## config.mk

```make
export PLATFORM = sky130hd
export DESIGN_NAME = exc_vector_gen
export DESIGN_NICKNAME = d
export VERILOG_FILES = /design/src/rtl/exc_vector_gen_pkg.sv /design/src/rtl/exc_vector_gen_ctrl.sv /design/src/rtl/exc_vector_gen_dp.sv /design/src/rtl/exc_vector_gen.sv
export SDC_FILE = /design/constraint.sdc
export NUM_CORES = 1
export LEC_CHECK = 0
export ABC_AREA = 1
export BUFFER_PORTS_ARGS = -buffer_cell sky130_fd_sc_hd__buf_2
export CORE_ASPECT_RATIO = 1.1
export CORE_MARGIN = 4
export CORE_UTILIZATION = 48
export CTS_CLUSTER_SIZE = 25
export DETAILED_ROUTE_END_ITERATION = 7
export PLACE_DENSITY = 0.82
export SLEW_MARGIN = 10
export SYNTH_ARGS = -nofsm -noshare
export SYNTH_HDL_FRONTEND = slang
export SYNTH_HIERARCHICAL = 1
export SYNTH_SLANG_ARGS = --single-unit
```

## constraint.sdc

```tcl
create_clock -name clk -period 4.7 [get_ports clk]
set_clock_uncertainty 0.05 [all_clocks]
set_input_delay 0.47 -clock clk [delete_from_list [all_inputs] [get_ports clk]]
set_output_delay 0.47 -clock clk [all_outputs]
set_load 0.02 [all_outputs]
```

## src/rtl/exc_vector_gen_pkg.sv

```systemverilog
package exc_vector_gen_pkg;

  typedef enum logic [2:0] {
    KIND_BOOT_GEN   = 3'd0,
    KIND_BOOT_IRQ   = 3'd1,
    KIND_GEN        = 3'd2,
    KIND_IRQ_SINGLE = 3'd3,
    KIND_IRQ_MULTI  = 3'd4
  } evg_kind_e;

  typedef struct packed {
    logic      wrBase;
    logic      wrSpacing;
    logic      rdSpacing;
    logic      capture;
    evg_kind_e kind;
  } evg_strobe_t;

endpackage

```

## src/rtl/exc_vector_gen_ctrl.sv

```systemverilog
module exc_vector_gen_ctrl
  import exc_vector_gen_pkg::*;
(
  input  logic        bootVecSel,
  input  logic        multiVec,
  input  logic        isIrq,
  input  logic        takeStrobe,
  input  logic        regWrEn,
  input  logic        regSel,
  output evg_strobe_t strb
);

  always_comb begin
    strb.wrBase    = regWrEn && !regSel;
    strb.wrSpacing = regWrEn && regSel;
    strb.rdSpacing = regSel;
    strb.capture   = takeStrobe;
    if (bootVecSel)      strb.kind = isIrq ? KIND_BOOT_IRQ : KIND_BOOT_GEN;
    else if (!isIrq)     strb.kind = KIND_GEN;
    else if (multiVec)   strb.kind = KIND_IRQ_MULTI;
    else                 strb.kind = KIND_IRQ_SINGLE;
  end

endmodule

```

## src/rtl/exc_vector_gen_dp.sv

```systemverilog
module exc_vector_gen_dp
  import exc_vector_gen_pkg::*;
#(
  parameter int ADDR_W     = 32,
  parameter int VEC_NUM_W  = 6,
  parameter int SPACING_W  = 5,
  parameter int ALIGN_BITS = 12,
  parameter logic [ADDR_W-1:0] BOOT_BASE     = 32'hBFC0_0000,
  parameter logic [ADDR_W-1:0] BASE_RESET    = 32'h9FC0_1000,
  parameter logic [SPACING_W-1:0] SPACING_RESET = 5'd1,
  parameter logic [ADDR_W-1:0] GEN_OFFSET    = 32'h0000_0180,
  parameter logic [ADDR_W-1:0] IRQ_OFFSET    = 32'h0000_0200
) (
  input  logic                 clk,
  input  logic                 rst_n,
  input  evg_strobe_t          strb,
  input  logic [VEC_NUM_W-1:0] vecNum,
  input  logic [ADDR_W-1:0]    regWrData,
  output logic [ADDR_W-1:0]    regRdData,
  output logic [ADDR_W-1:0]    entryAddr,
  output logic                 entryValid
);

  localparam int SP_BYTES_W = SPACING_W + 5;
  localparam int PROD_W     = SP_BYTES_W + VEC_NUM_W;
  localparam logic [ADDR_W-1:0] BASE_MASK = {{(ADDR_W-ALIGN_BITS){1'b1}}, {ALIGN_BITS{1'b0}}};

  logic [ADDR_W-1:0]    baseReg;
  logic [SPACING_W-1:0] spacingReg;

  always_ff @(posedge clk) begin
    if (!rst_n) begin
      baseReg    <= BASE_RESET & BASE_MASK;
      spacingReg <= SPACING_RESET;
    end else begin
      if (strb.wrBase)    baseReg    <= regWrData & BASE_MASK;
      if (strb.wrSpacing) spacingReg <= regWrData[SPACING_W-1:0];
    end
  end

  assign regRdData = strb.rdSpacing ? ADDR_W'(spacingReg) : baseReg;

  // Spacing in bytes: field value times 32.
  logic [SP_BYTES_W-1:0] spBytes;
  assign spBytes = {spacingReg, 5'b0};

  // Shift-add product vecNum * spBytes, one stage per vector-number bit.
  logic [PROD_W-1:0] partial [VEC_NUM_W+1];
  assign partial[0] = '0;
  for (genvar i = 0; i < VEC_NUM_W; i++) begin : g_mul
    assign partial[i+1] = partial[i] +
                          (vecNum[i] ? (PROD_W'(spBytes) << i) : PROD_W'(0));
  end

  logic [ADDR_W-1:0] selBase;
  logic [ADDR_W-1:0] offset;
  logic [ADDR_W-1:0] nextAddr;

  always_comb begin
    unique case (strb.kind)
      KIND_BOOT_GEN:   begin selBase = BOOT_BASE; offset = GEN_OFFSET; end
      KIND_BOOT_IRQ:   begin selBase = BOOT_BASE; offset = IRQ_OFFSET; end
      KIND_GEN:        begin selBase = baseReg;   offset = GEN_OFFSET; end
      KIND_IRQ_MULTI:  begin selBase = baseReg;
                             offset  = IRQ_OFFSET + ADDR_W'(partial[VEC_NUM_W]); end
      default:         begin selBase = baseReg;   offset = IRQ_OFFSET; end
    endcase
    nextAddr = selBase + offset;
  end

  always_ff @(posedge clk) begin
    if (!rst_n) begin
      entryAddr  <= '0;
      entryValid <= 1'b0;
    end else begin
      entryValid <= strb.capture;
      if (strb.capture) entryAddr <= nextAddr;
    end
  end

endmodule

```

## src/rtl/exc_vector_gen.sv

```systemverilog
module exc_vector_gen
  import exc_vector_gen_pkg::*;
#(
  parameter int ADDR_W     = 32,
  parameter int VEC_NUM_W  = 6,
  parameter int SPACING_W  = 5,
  parameter int ALIGN_BITS = 12,
  parameter logic [ADDR_W-1:0] BOOT_BASE     = 32'hBFC0_0000,
  parameter logic [ADDR_W-1:0] BASE_RESET    = 32'h9FC0_1000,
  parameter logic [SPACING_W-1:0] SPACING_RESET = 5'd1,
  parameter logic [ADDR_W-1:0] GEN_OFFSET    = 32'h0000_0180,
  parameter logic [ADDR_W-1:0] IRQ_OFFSET    = 32'h0000_0200
) (
  input  logic                 clk,
  input  logic                 rst_n,
  input  logic                 bootVecSel,
  input  logic                 multiVec,
  input  logic                 isIrq,
  input  logic [VEC_NUM_W-1:0] vecNum,
  input  logic                 takeStrobe,
  input  logic                 regWrEn,
  input  logic                 regSel,
  input  logic [ADDR_W-1:0]    regWrData,
  output logic [ADDR_W-1:0]    regRdData,
  output logic [ADDR_W-1:0]    entryAddr,
  output logic                 entryValid
);

  evg_strobe_t strb;

  exc_vector_gen_ctrl u_ctrl (
    .bootVecSel (bootVecSel),
    .multiVec   (multiVec),
    .isIrq      (isIrq),
    .takeStrobe (takeStrobe),
    .regWrEn    (regWrEn),
    .regSel     (regSel),
    .strb       (strb)
  );

  exc_vector_gen_dp #(
    .ADDR_W        (ADDR_W),
    .VEC_NUM_W     (VEC_NUM_W),
    .SPACING_W     (SPACING_W),
    .ALIGN_BITS    (ALIGN_BITS),
    .BOOT_BASE     (BOOT_BASE),
    .BASE_RESET    (BASE_RESET),
    .SPACING_RESET (SPACING_RESET),
    .GEN_OFFSET    (GEN_OFFSET),
    .IRQ_OFFSET    (IRQ_OFFSET)
  ) u_dp (
    .clk        (clk),
    .rst_n      (rst_n),
    .strb       (strb),
    .vecNum     (vecNum),
    .regWrData  (regWrData),
    .regRdData  (regRdData),
    .entryAddr  (entryAddr),
    .entryValid (entryValid)
  );

endmodule

```

==> out/metrics.csv, run 1 <==
stage,metric,value,unit
run_status,status,"finished, final reports clean",
worst_setup_path,Crit. End Element,flip-flop,
grt,first-pass GRT wire length,16.7,mm
floorplanning,core box area,7910,um^2
power,Power Dens Cells,235,nW/um^2
floorplanning,die height,103,um
logic_synthesis,Mapped Area,3920,um^2
logic_synthesis,gate count after technology mapping,595,
logic_synthesis,synth warn,6,
sta,worst-margin pin slew,1.04,ns
clock_tree,Worst-path clk slew,0.09,ns
clock_tree,CTS root buf,clkbuf_8,
clock_tree,H-tree depth,2,
worst_setup_path,Worst Path Arrival,4.69,ns
power,worst vdd ir,0.000139,V
sta,f_max,220,MHz
worst_setup_path,CP Launch Type,flip-flop,
detailed_routing,DR iter-0 viols,180,
layout,share of cells above drive strength 1,0.257,
logic_synthesis,Netlist cell types,33,
clock_tree,clk sink count,53,
clock_tree,CTS tree,built,
place,gpl congestion,0.957,
worst_setup_path,Critical Path RT,4.85,ns
sta,# setup viols final,0,
floorplanning,die area,9680,um^2
sta,Hold Slack,0.328,ns
floorplanning,Top Ports,111,
sta,Final min period,4.54,ns
detailed_routing,Vias/cell,4.93,
layout,Nets,782,
floorplanning,Starting Density,0.495,
sta,Final Slew Violations,0,
logic_synthesis,"Seq/Total Area, Yosys",0.271,
sta,Slew HR,0.307,
place,Post-DP HPWL,8.12,mm
logic_synthesis,Synth Register Bits,53,
worst_setup_path,CP Max Fanout,4,
grt,GRT Residual Overflow,0,
sta,period utilisation layout,0.967,
floorplanning,Die Wd,94.2,um
worst_setup_path,worst setup path class,reg2reg,
layout,Area Overhead vs Synth,22.4,%
detailed_routing,via count,3962,
clock_tree,clock latency on the worst-skew pair,0.31,ns
layout,filler cell count,748,
clock_tree,maximum clock path buffer count,2,
detailed_routing,routed wire length,10.4,mm
detailed_routing,"antenna viol nets, final",0,
grt,largest net degree at the start of global routing,41,
layout,post-route design area,4800,um^2
place,dpl ws,-0.238,ns
power,power consumption,1.13,mW
grt,GR Util All Layers,0.212,
floorplanning,FP Rows,34,
grt,initial antenna violation count,0,
detailed_routing,Pre-Repair DR Iteration Count,5,
grt,vias in the first global route,3713,
clock_tree,Num CTS Buffers,5,
logic_synthesis,Synth Area per Inst,6.59,um^2
sta,Final Hold Viols,0,
layout,# diodes,0,
detailed_routing,DR WL/cell,12.9,um
sta,Sum Neg Setup Slack,0,ns
sta,final setup margin,0.156,ns
place,Placed Area,4540,um^2
job,max-cap violations,0,
min_path,Worst Hold Class,in2reg,
detailed_routing,DR DRC count,0,
place,IO buf count,91,
power,static leakage,2.79,nW
## state kept, by name (all words and copies together) (netlist names)
signal,cells
u_dp/entryAddr,27
u_dp/spacingReg,5
u_dp/baseReg,20
u_dp/entryValid,1
## cell families after synthesis
family / after synthesis / share of synthesized area
buffers and inverters: 148 / 0.156
AO/OA/AOI/OAI: 97 / 0.127
adder cells (fa/ha/maj): 40 / 0.156
flip-flops: 53 / 0.271
AND/OR/NAND/NOR: 249 / 0.273
other: 1 / 0.000957
XOR/XNOR: 7 / 0.0156
## where the power goes
part	leakage (nW)	total, mW	switching (mW)	internal, mW
clock	0.0443	0.256	0.138	0.117
sequential	0.441	0.501	0.0204	0.481
combinational	2.30	0.373	0.231	0.142
## synthesized netlist by cell type
| library cell | count | area, um^2 |
|---|---|---|
| nand4_1 | 5 | 31.3 |
| a21oi_1 | 45 | 225 |
| or2_2 | 1 | 6.26 |
| o22ai_1 | 1 | 6.26 |
| o211ai_1 | 1 | 7.51 |
| nand3_2 | 2 | 20.0 |
| nor2_4 | 3 | 33.8 |
| buf_2 | 2 | 10.0 |
| nand2_1 | 133 | 499 |
| dfxtp_1 | 53 | 1060 |
| nand2_4 | 1 | 11.3 |
| a221oi_1 | 1 | 8.76 |
| nor2_2 | 6 | 37.5 |
| xnor2_1 | 2 | 17.5 |
| clkbuf_1 | 21 | 78.8 |
| and3_1 | 1 | 6.26 |
| o21bai_1 | 1 | 7.51 |
| inv_1 | 110 | 413 |
| nor2_1 | 65 | 244 |
| nand3_1 | 27 | 135 |
| nand2_2 | 1 | 6.26 |
| nand3b_1 | 1 | 7.51 |
| o21ai_0 | 47 | 235 |
| buf_4 | 14 | 105 |
| nand3_4 | 1 | 17.5 |
| nor3b_1 | 1 | 7.51 |
| a21oi_2 | 1 | 8.76 |
| fa_1 | 15 | 300 |
| ha_1 | 25 | 313 |
| xor2_1 | 5 | 43.8 |
| inv_2 | 1 | 3.75 |
| conb_1 | 1 | 3.75 |
| or2_0 | 1 | 6.26 |
## cell type report
cell class	instances	area, um^2	share of cell area
Clock buffer	7	86.3	0.0180
Inverter	111	417	0.0868
Multi-Input combinational cell	405	2420	0.504
Sequential cell	53	1070	0.223
Tap cell	108	135	0.0282
Timing Repair Buffer	120	673	0.140
## layout by cell type (no fill, tap or decap), drive strengths merged, types with 2 or more instances in the layout
master  instances
a21oi          46
xor2            5
nor2           74
fa             15
xnor2           2
or2             2
nand2         135
conb           12
o21ai          47
clkbuf          7
dfxtp          53
inv           111
ha             25
nand3          30
buf           120
nand4           5
## metrics by stage
step,util,cells
global placement,0.573,792
CTS,0.586,799
floorplan,-,606
global route,0.606,804
detailed placement,0.573,792
finish,0.606,804
## worst max-delay path, stage by stage, from the launching register on
cell and delay, ns:
dfxtp_4 0.37, nand2_1 0.06, inv_1 0.06, fa_1 0.57
fa_1 0.45, fa_1 0.53, buf_4 0.15, ha_1 0.22
a21oi_4 0.17, nand2_4 0.08, nand2_1 0.06, nand2_1 0.06
a21oi_2 0.17, o21ai_1 0.07, a21oi_1 0.16, ha_1 0.29
buf_4 0.16, nand3_1 0.09, nand3_2 0.11, nand2_1 0.09
nand2_1 0.10, xor2_1 0.18, o21ai_1 0.13, inv_1 0.06
## worst paths after layout
path                 startpoint                 end  slack, ns  cells past startpoint
max          u_dp/spacingReg[3]  u_dp/entryAddr[20]       0.16                     23
min               regWrData[25]    u_dp/baseReg[25]       0.33                      3
max reg2reg  u_dp/spacingReg[3]  u_dp/entryAddr[20]       0.16                     23
min reg2reg  u_dp/entryAddr[24]  u_dp/entryAddr[24]       0.43                      2
## routing by layer
metal,up-vias,routed length (um),part of all wire,GRT usage
met1,1810,4710,0.46,0.288
met5,-,0,0,0
met2,140,4860,0.47,0.350
li1,2002,-,-,-
met4,0,111,0.011,0.0600
met3,10,665,0.064,0.0365
## repair_timing
item	in CTS	in global routing
setup buffers	0	5
gates resized for setup	5	44
hold buffers	0	0
pin swaps	0	20
endpoints found under the setup margin	9	17
hold endpoints to repair	0	0
Power figures use the tool's default switching activity.
==> run 2, diff against run 1 <==
SETUP_SLACK_MARGIN = 0.2   (was unset)
==> run 2 against run 1 <==
  * Sequential share of layout area is 0.29 points lower
  * Non-clock buffer count is 1 lower
  * Clock power is 3% lower
  * Core utilization is 0.87 points higher
  * Cell count stayed put
  * Worst setup slack better by 0.087 ns
  * Combinational power hardly changed
  * Flip-flop and latch count stayed put
  * Total power is 0.41% lower
  * Clock-buffer cell count is 1 higher
  * Critical path depth is 1 higher
  * Critical path type unchanged
==> out/metrics.csv, run 2 (synthesized netlist as in run 1, its figures left out) <==
stage,metric,value,unit,change
power,static leakage,2.77,nW,was 2.79 nW
sta,Sum Neg Setup Slack,0,ns,unchanged
floorplanning,Die Wd,94.2,um,unchanged
sta,RSZ-0062 raised after global routing,yes,,
worst_setup_path,"Largest delay share family, worst path",adder cells,,unchanged
sta,Slew HR,0.344,,was 0.307
grt,largest net degree at the start of global routing,41,,unchanged
place,IO buf count,91,,unchanged
sta,Final Hold Viols,0,,unchanged
floorplanning,die height,103,um,unchanged
clock_tree,clock latency on the worst-skew pair,0.31,ns,about the same
grt,initial antenna violation count,0,,unchanged
grt,vias in the first global route,3747,,was 3713
worst_setup_path,R2R setup slack,0.24,ns,was 0.16 ns
detailed_routing,DR DRC count,0,,unchanged
worst_setup_path,critical path buffer and inverter count,6,,was 4
detailed_routing,routed wire length,10.7,mm,was 10.4 mm
place,gpl congestion,0.977,,was 0.957
grt,busiest grt layer,met2,,unchanged
floorplanning,Starting Density,0.495,,unchanged
clock_tree,H-tree depth,2,,unchanged
sta,# setup viols final,0,,unchanged
grt,met3 Resource Use GR,0.0321,,was 0.0365
layout,# diodes,0,,unchanged
sta,Final min period,4.46,ns,was 4.54 ns
detailed_routing,DR WL/cell,13.3,um,was 12.9 um
job,max-cap violations,0,,unchanged
sta,Final Slew Violations,0,,unchanged
worst_setup_path,CP Max Fanout,4,,unchanged
layout,Nets,781,,was 782
grt,GR Util All Layers,0.210,,was 0.212
clock_tree,Worst-path clk slew,0.09,ns,about the same
layout,"commonest non-fill, non-tap cell in the layout",nand2_1,,unchanged
sta,worst-margin pin slew,0.980,ns,was 1.04 ns
layout,Largest regs,"u_dp/entryAddr x27, u_dp/baseReg x20, u_dp/spacingReg x5",,unchanged
floorplanning,core box area,7910,um^2,unchanged
grt,GR Util met1,0.283,,was 0.288
place,Post-DP HPWL,7.90,mm,was 8.12 mm
worst_setup_path,crit path max-delay cell type,fa_1,,unchanged
clock_tree,Num CTS Buffers,5,,unchanged
grt,met2 usage,0.357,,was 0.350
worst_setup_path,CP Launch Type,flip-flop,,unchanged
clock_tree,clk sink count,53,,unchanged
layout,share of cells above drive strength 1,0.292,,was 0.257
detailed_routing,DR iter-0 viols,337,,was 180
power,worst vdd ir,0.000123,V,was 0.000139 V
worst_setup_path,Critical Path RT,4.86,ns,was 4.85 ns
min_path,Worst Hold Class,in2reg,,unchanged
worst_setup_path,crit-path cells,nand2_2 > inv_2 > fa_1 > fa_1 > fa_1 > inv_2 > fa_2 > inv_2 > nand3_2 > nand2_2 > nor2_1 > nor3b_4 > inv_2 > fa_2 > inv_2 > nand3_2 > nand3_4 > nand3_2 > nand2_2 > nand3_1 > o21ai_1 > nand3_1 > nand2_1 > inv_1,,was nand2_1 > inv_1 > fa_1 > fa_1 > fa_1 > buf_4 > ha_1 > a21oi_4 > nand2_4 > nand2_1 > nand2_1 > a21oi_2 > o21ai_1 > a21oi_1 > ha_1 > buf_4 > nand3_1 > nand3_2 > nand2_1 > nand2_1 > xor2_1 > o21ai_1 > inv_1
detailed_routing,"antenna viol nets, final",0,,unchanged
power,Power Dens Cells,231,nW/um^2,was 235 nW/um^2
layout,Area Overhead vs Synth,24.2,%,was 22.4%
layout,max FFs per register,27,,unchanged
worst_setup_path,Crit. End Element,flip-flop,,unchanged
clock_tree,maximum clock path buffer count,2,,unchanged
clock_tree,cts hold-fix bufs,0,,unchanged
clock_tree,CTS tree,built,,unchanged
floorplanning,Top Ports,111,,unchanged
floorplanning,FP Rows,34,,unchanged
floorplanning,die area,9680,um^2,unchanged
layout,largest reg by FF count,u_dp/entryAddr,,unchanged
grt,first-pass GRT wire length,16.6,mm,was 16.7 mm
sta,f_max,224,MHz,was 220 MHz
worst_setup_path,critical path's largest stage delay,0.58,ns,was 0.57 ns
sta,final setup margin,0.243,ns,was 0.156 ns
run_status,status,"finished, final reports clean",,unchanged
clock_tree,CTS root buf,clkbuf_8,,unchanged
place,dpl ws,-0.212,ns,was -0.238 ns
detailed_routing,Vias/cell,5.02,,was 4.93
layout,"commonest cells after routing, fill and taps aside","nand2_1, inv_1, buf_2",,unchanged
worst_setup_path,Worst Path Arrival,4.62,ns,was 4.69 ns
worst_setup_path,CP dominant cell by count,inv_2,,was nand2_1
detailed_routing,Pre-Repair DR Iteration Count,6,,was 5
detailed_routing,via count,4037,,was 3962
worst_setup_path,worst setup path class,reg2reg,,unchanged
sta,period utilisation layout,0.948,,was 0.967
grt,GRT Residual Overflow,0,,unchanged
-- run 2: worst paths after layout --
path | depth (start not counted) | to | from
setup / recovery | 24 | u_dp/entryAddr[26] | u_dp/spacingReg[0]
hold / removal | 3 | u_dp/baseReg[23] | regWrData[23]
setup reg to reg | 24 | u_dp/entryAddr[26] | u_dp/spacingReg[0]
hold reg to reg | 2 | u_dp/entryAddr[24] | u_dp/entryAddr[24]
-- run 2: what timing repair did --
item,4_1_cts,5_1_grt
resized for setup,18,59
pin swaps,10,39
setup endpoints to repair,17,17
setup buffers,2,9
-- run 2: layer usage --
| metal | vias up | wire length (um) |
|---|---|---|
| met2 | 196 | 4990 |
| met3 | 32 | 828 |
| met4 | 0 | 250 |
| met5 | - | 0 |
| li1 | 2003 | - |
| met1 | 1806 | 4660 |
-- run 2: where the power goes --
group          switching [mW]  leakage, nW  internal, mW
clock network           0.143       0.0395         0.106
logic                   0.238         2.29         0.138
registers              0.0198        0.441         0.481
-- run 2: final cells by class --
class,instances,area (um^2)
inverter,111,417
tap,108,135
multi-input combinational,405,2500
sequential,53,1070
fill,717,3050
clock buffer,8,80.1
timing repair buffer,119,666
-- run 2: tightest hold or removal path, cell delays in order --
cell and delay [ns]:
buf_2 0.08, a21oi_1 0.05, o21ai_0 0.06
-- run 2: per-stage QoR --
step / instance area, um^2 / cells / utilization / power (mW) / hold slack (ns)
after floorplan: 3970 / 606 / - / 0.737 / 0.399
after global placement: 4490 / 785 / 0.567 / 0.826 / 0.415
after detailed placement: 4490 / 785 / 0.567 / 0.836 / 0.415
after CTS: 4640 / 795 / 0.586 / 1.09 / 0.321
after global routing: 4870 / 804 / 0.615 / 1.20 / 0.327
final: 4870 / 804 / 0.615 / 1.12 / 0.329
==> run 3, diff against run 2 <==
ABC_AREA = unset   (was 1)
PLACE_DENSITY = 0.83   (was 0.82)
==> run 3 against run 2 <==
  * Fmax is 6.2% lower
  * First-iteration DRC count is 20% lower
  * The run now ends with setup timing left
  * Flip-flop and latch count stayed put
  * Critical path type unchanged
  * Critical endpoint is now u_dp/entryAddr[31]
  * Sequential power hardly changed
  * Core utilization is 3.6 points higher
  * Synthesized area is 2.8% lower
  * Clock power is 8.4% higher
==> out/metrics.csv, run 3 <==
stage,metric,value,unit,change
logic_synthesis,most frequent cells after synthesis,"dfxtp_1, nand2_1, nor2b_1, mux2i_1, inv_1",,"was nand2_1, inv_1, nor2_1, dfxtp_1, o21ai_0"
clock_tree,CTS tree,built,,unchanged
layout,"commonest non-fill, non-tap cell in the layout",buf_2,,was nand2_1
power,P_int,709,uW,was 725 uW
floorplanning,FP Rows,33,,was 34
clock_tree,cts hold-fix bufs,0,,unchanged
worst_setup_path,worst setup path class,reg2reg,,unchanged
logic_synthesis,Netlist cell types,54,,was 33
worst_setup_path,Crit. End Element,flip-flop,,unchanged
logic_synthesis,"top cells by area, synth","dfxtp_1, mux2i_1, ha_1",,"was dfxtp_1, nand2_1, inv_1"
logic_synthesis,post-synthesis async set-or-reset flop share,0,,unchanged
layout,max FFs per register,27,,unchanged
layout,Nets,654,,was 781
layout,filler cell count,631,,was 717
sta,Slew HR,0.452,,was 0.344
sta,Final min period,4.75,ns,was 4.46 ns
grt,GR Util met1,0.247,,was 0.283
power,NetSw,357,uW,was 400 uW
sta,final setup margin,-0.0489,ns,was 0.243 ns
detailed_routing,Vias/cell,5.30,,was 5.02
power,logic gate share of total power,0.281,,was 0.334
grt,met3 Resource Use GR,0.0327,,was 0.0321
grt,initial antenna violation count,0,,unchanged
power,static leakage,2.33,nW,was 2.77 nW
sta,Final Hold Viols,0,,unchanged
sta,Hold Slack,0.319,ns,was 0.329 ns
clock_tree,maximum clock path buffer count,2,,unchanged
logic_synthesis,Synth Register Bits,53,,unchanged
detailed_routing,routed wire length,10.1,mm,was 10.7 mm
sta,# setup viols final,3,,was 0
clock_tree,clock latency on the worst-skew pair,0.31,ns,about the same
detailed_routing,via count,3572,,was 4037
grt,met2 usage,0.360,,was 0.357
job,max-cap violations,0,,unchanged
clock_tree,clk sink count,53,,unchanged
layout,# diodes,0,,unchanged
logic_synthesis,gate count after technology mapping,449,,was 595
clock_tree,Worst-path clk slew,0.10,ns,was 0.09 ns
detailed_routing,"antenna viol nets, final",0,,unchanged
logic_synthesis,Mapped Area,3810,um^2,was 3920 um^2
floorplanning,Die Wd,92.9,um,was 94.2 um
floorplanning,Starting Density,0.501,,was 0.495
clock_tree,Num CTS Buffers,5,,unchanged
sta,period utilisation layout,1.01,,was 0.948
logic_synthesis,most numerous cell in the Yosys netlist,dfxtp_1,,was nand2_1
layout,Area Overhead vs Synth,30.0,%,was 24.2%
place,gpl congestion,0.875,,was 0.977
floorplanning,core box area,7600,um^2,was 7910 um^2
grt,largest net degree at the start of global routing,45,,was 41
sta,f_max,211,MHz,was 224 MHz
clock_tree,H-tree depth,2,,unchanged
sta,worst-margin pin slew,0.822,ns,was 0.980 ns
sta,Final Slew Violations,0,,unchanged
detailed_routing,Pre-Repair DR Iteration Count,5,,was 6
floorplanning,die area,9420,um^2,was 9680 um^2
floorplanning,Top Ports,111,,unchanged
logic_synthesis,"EDFF count, synth",0,,unchanged
layout,largest reg by FF count,u_dp/entryAddr,,unchanged
logic_synthesis,ys flop type,dfxtp_1,,unchanged
layout,Largest regs,"u_dp/entryAddr x27, u_dp/baseReg x20, u_dp/spacingReg x5",,unchanged
grt,vias in the first global route,3386,,was 3747
power,Flop pwr share,0.466,,was 0.445
power,worst vdd ir,0.000116,V,was 0.000123 V
sta,RSZ-0062 raised after global routing,yes,,unchanged
layout,"commonest cells after routing, fill and taps aside","buf_2, dfxtp_1, nand2_1, buf_4, nor2b_1",,"was nand2_1, inv_1, buf_2"
detailed_routing,DR WL/cell,15.0,um,was 13.3 um
layout,fin cells,674,,was 804
run_status,status,finished with violations,,"was finished, final reports clean"
grt,GRT Residual Overflow,0,,unchanged
power,Sw Ratio,0.335,,was 0.356
clock_tree,CTS root buf,clkbuf_8,,unchanged
grt,busiest grt layer,met2,,unchanged
worst_setup_path,Worst Path Arrival,4.90,ns,was 4.62 ns
worst_setup_path,Critical Path RT,4.85,ns,was 4.86 ns
power,power consumption,1.07,mW,was 1.12 mW
logic_synthesis,Synth area leader,dfxtp_1,,unchanged
layout,share of cells above drive strength 1,0.353,,was 0.292
worst_setup_path,CP Max Fanout,4,,unchanged
logic_synthesis,synth warn,6,,unchanged
logic_synthesis,"Seq/Total Area, Yosys",0.279,,was 0.271
logic_synthesis,Synth top area share,0.279,,was 0.271
place,IO buf count,91,,unchanged
detailed_routing,DR iter-0 viols,270,,was 337
min_path,Worst Hold Class,in2reg,,unchanged
detailed_routing,DR DRC count,0,,unchanged
place,Post-DP HPWL,7.40,mm,was 7.90 mm
power,Power Dens Cells,215,nW/um^2,was 231 nW/um^2
floorplanning,die height,101,um,was 103 um
grt,GR Util All Layers,0.201,,was 0.210
run_status,failing checks,setup timing,,
grt,first-pass GRT wire length,15.4,mm,was 16.6 mm
power,part of the power in the clock network,0.253,,was 0.221
logic_synthesis,Synth Area per Inst,8.48,um^2,was 6.59 um^2
worst_setup_path,CP Launch Type,flip-flop,,unchanged
place,dpl cells,649,,was 785
==> run 3: cell type report <==
type / instances / area [um^2] / area share
clock inverter: 3 / 22.5 / 0.00455
sequential: 53 / 1070 / 0.217
multi-input combinational: 342 / 2730 / 0.552
clock buffer: 5 / 68.8 / 0.0139
timing repair buffer: 136 / 808 / 0.163
tap: 105 / 131 / 0.0265
inverter: 30 / 113 / 0.0228
==> run 3: final timing paths <==
kind,start,end,slack [ns],cells after the start
max,u_dp/spacingReg[0],u_dp/entryAddr[31],-0.05,19
min,regWrData[0],u_dp/spacingReg[0],0.32,3
max reg2reg,u_dp/spacingReg[0],u_dp/entryAddr[31],-0.05,19
min reg2reg,u_dp/entryAddr[20],u_dp/entryAddr[20],0.41,2
==> run 3: power by group through the flow <==
stage               sequential [mW]  clock [mW]  combinational (mW)
floorplan                     0.517           0               0.177
global route                  0.500       0.292               0.329
finish                        0.497       0.270               0.300
CTS                           0.496       0.276               0.277
detailed placement            0.507           0               0.268
global placement              0.506           0               0.258
==> run 3: metrics by stage <==
step / TNS [ns] / area [um^2] / worst slack, ns / utilization
final: -0.0729 / 4950 / -0.0489 / 0.652
after global routing: -1.42 / 4950 / -0.197 / 0.652
after CTS: 0 / 4720 / 0.112 / 0.622
after detailed placement: -5.13 / 4490 / -0.464 / 0.591
after global placement: -1.29 / 4490 / -0.196 / 0.591
after floorplan: 0 / 3880 / 0.150 / -
==> run 3: cells by family after synthesis <==
family                     after synthesis  share of synthesized area
buffers and inverters                   65                     0.0782
AOI/OAI and AO/OA                       67                      0.119
muxes                                   32                     0.0841
xor gates and xnor gates                10                     0.0230
DFF                                     53                      0.279
and+or+nand+nor                        181                      0.255
other                                    1                   0.000985
adders and majority gates               40                      0.161
==> run 3: what timing repair did <==
item | in CTS | in global routing
setup buffers | 6 | 11
gates resized for setup | 24 | 42
pin swaps | 20 | 28
endpoints found under the setup margin | 16 | 17
==> run 3: layer usage <==
metal,up-vias,wire length (um)
met5,-,0
met4,0,215
met3,21,578
met2,127,5090
met1,1702,4230
li1,1722,-
==> run 3: worst max-delay path, cell delays in order, from the launching register on <==
cell and delay [ns]:
dfxtp_2 0.35, and2_4 0.14, fa_1 0.55, fa_1 0.43, fa_1 0.53, inv_2 0.06
fa_2 0.42, nor2b_4 0.12, o21ai_2 0.07, nor3b_2 0.16, nor2_2 0.12, and2_4 0.16
ha_4 0.21, a211oi_4 0.31, nor2_2 0.11, o311ai_4 0.40, buf_4 0.19, buf_6 0.09
or3_1 0.09, nand3_1 0.07
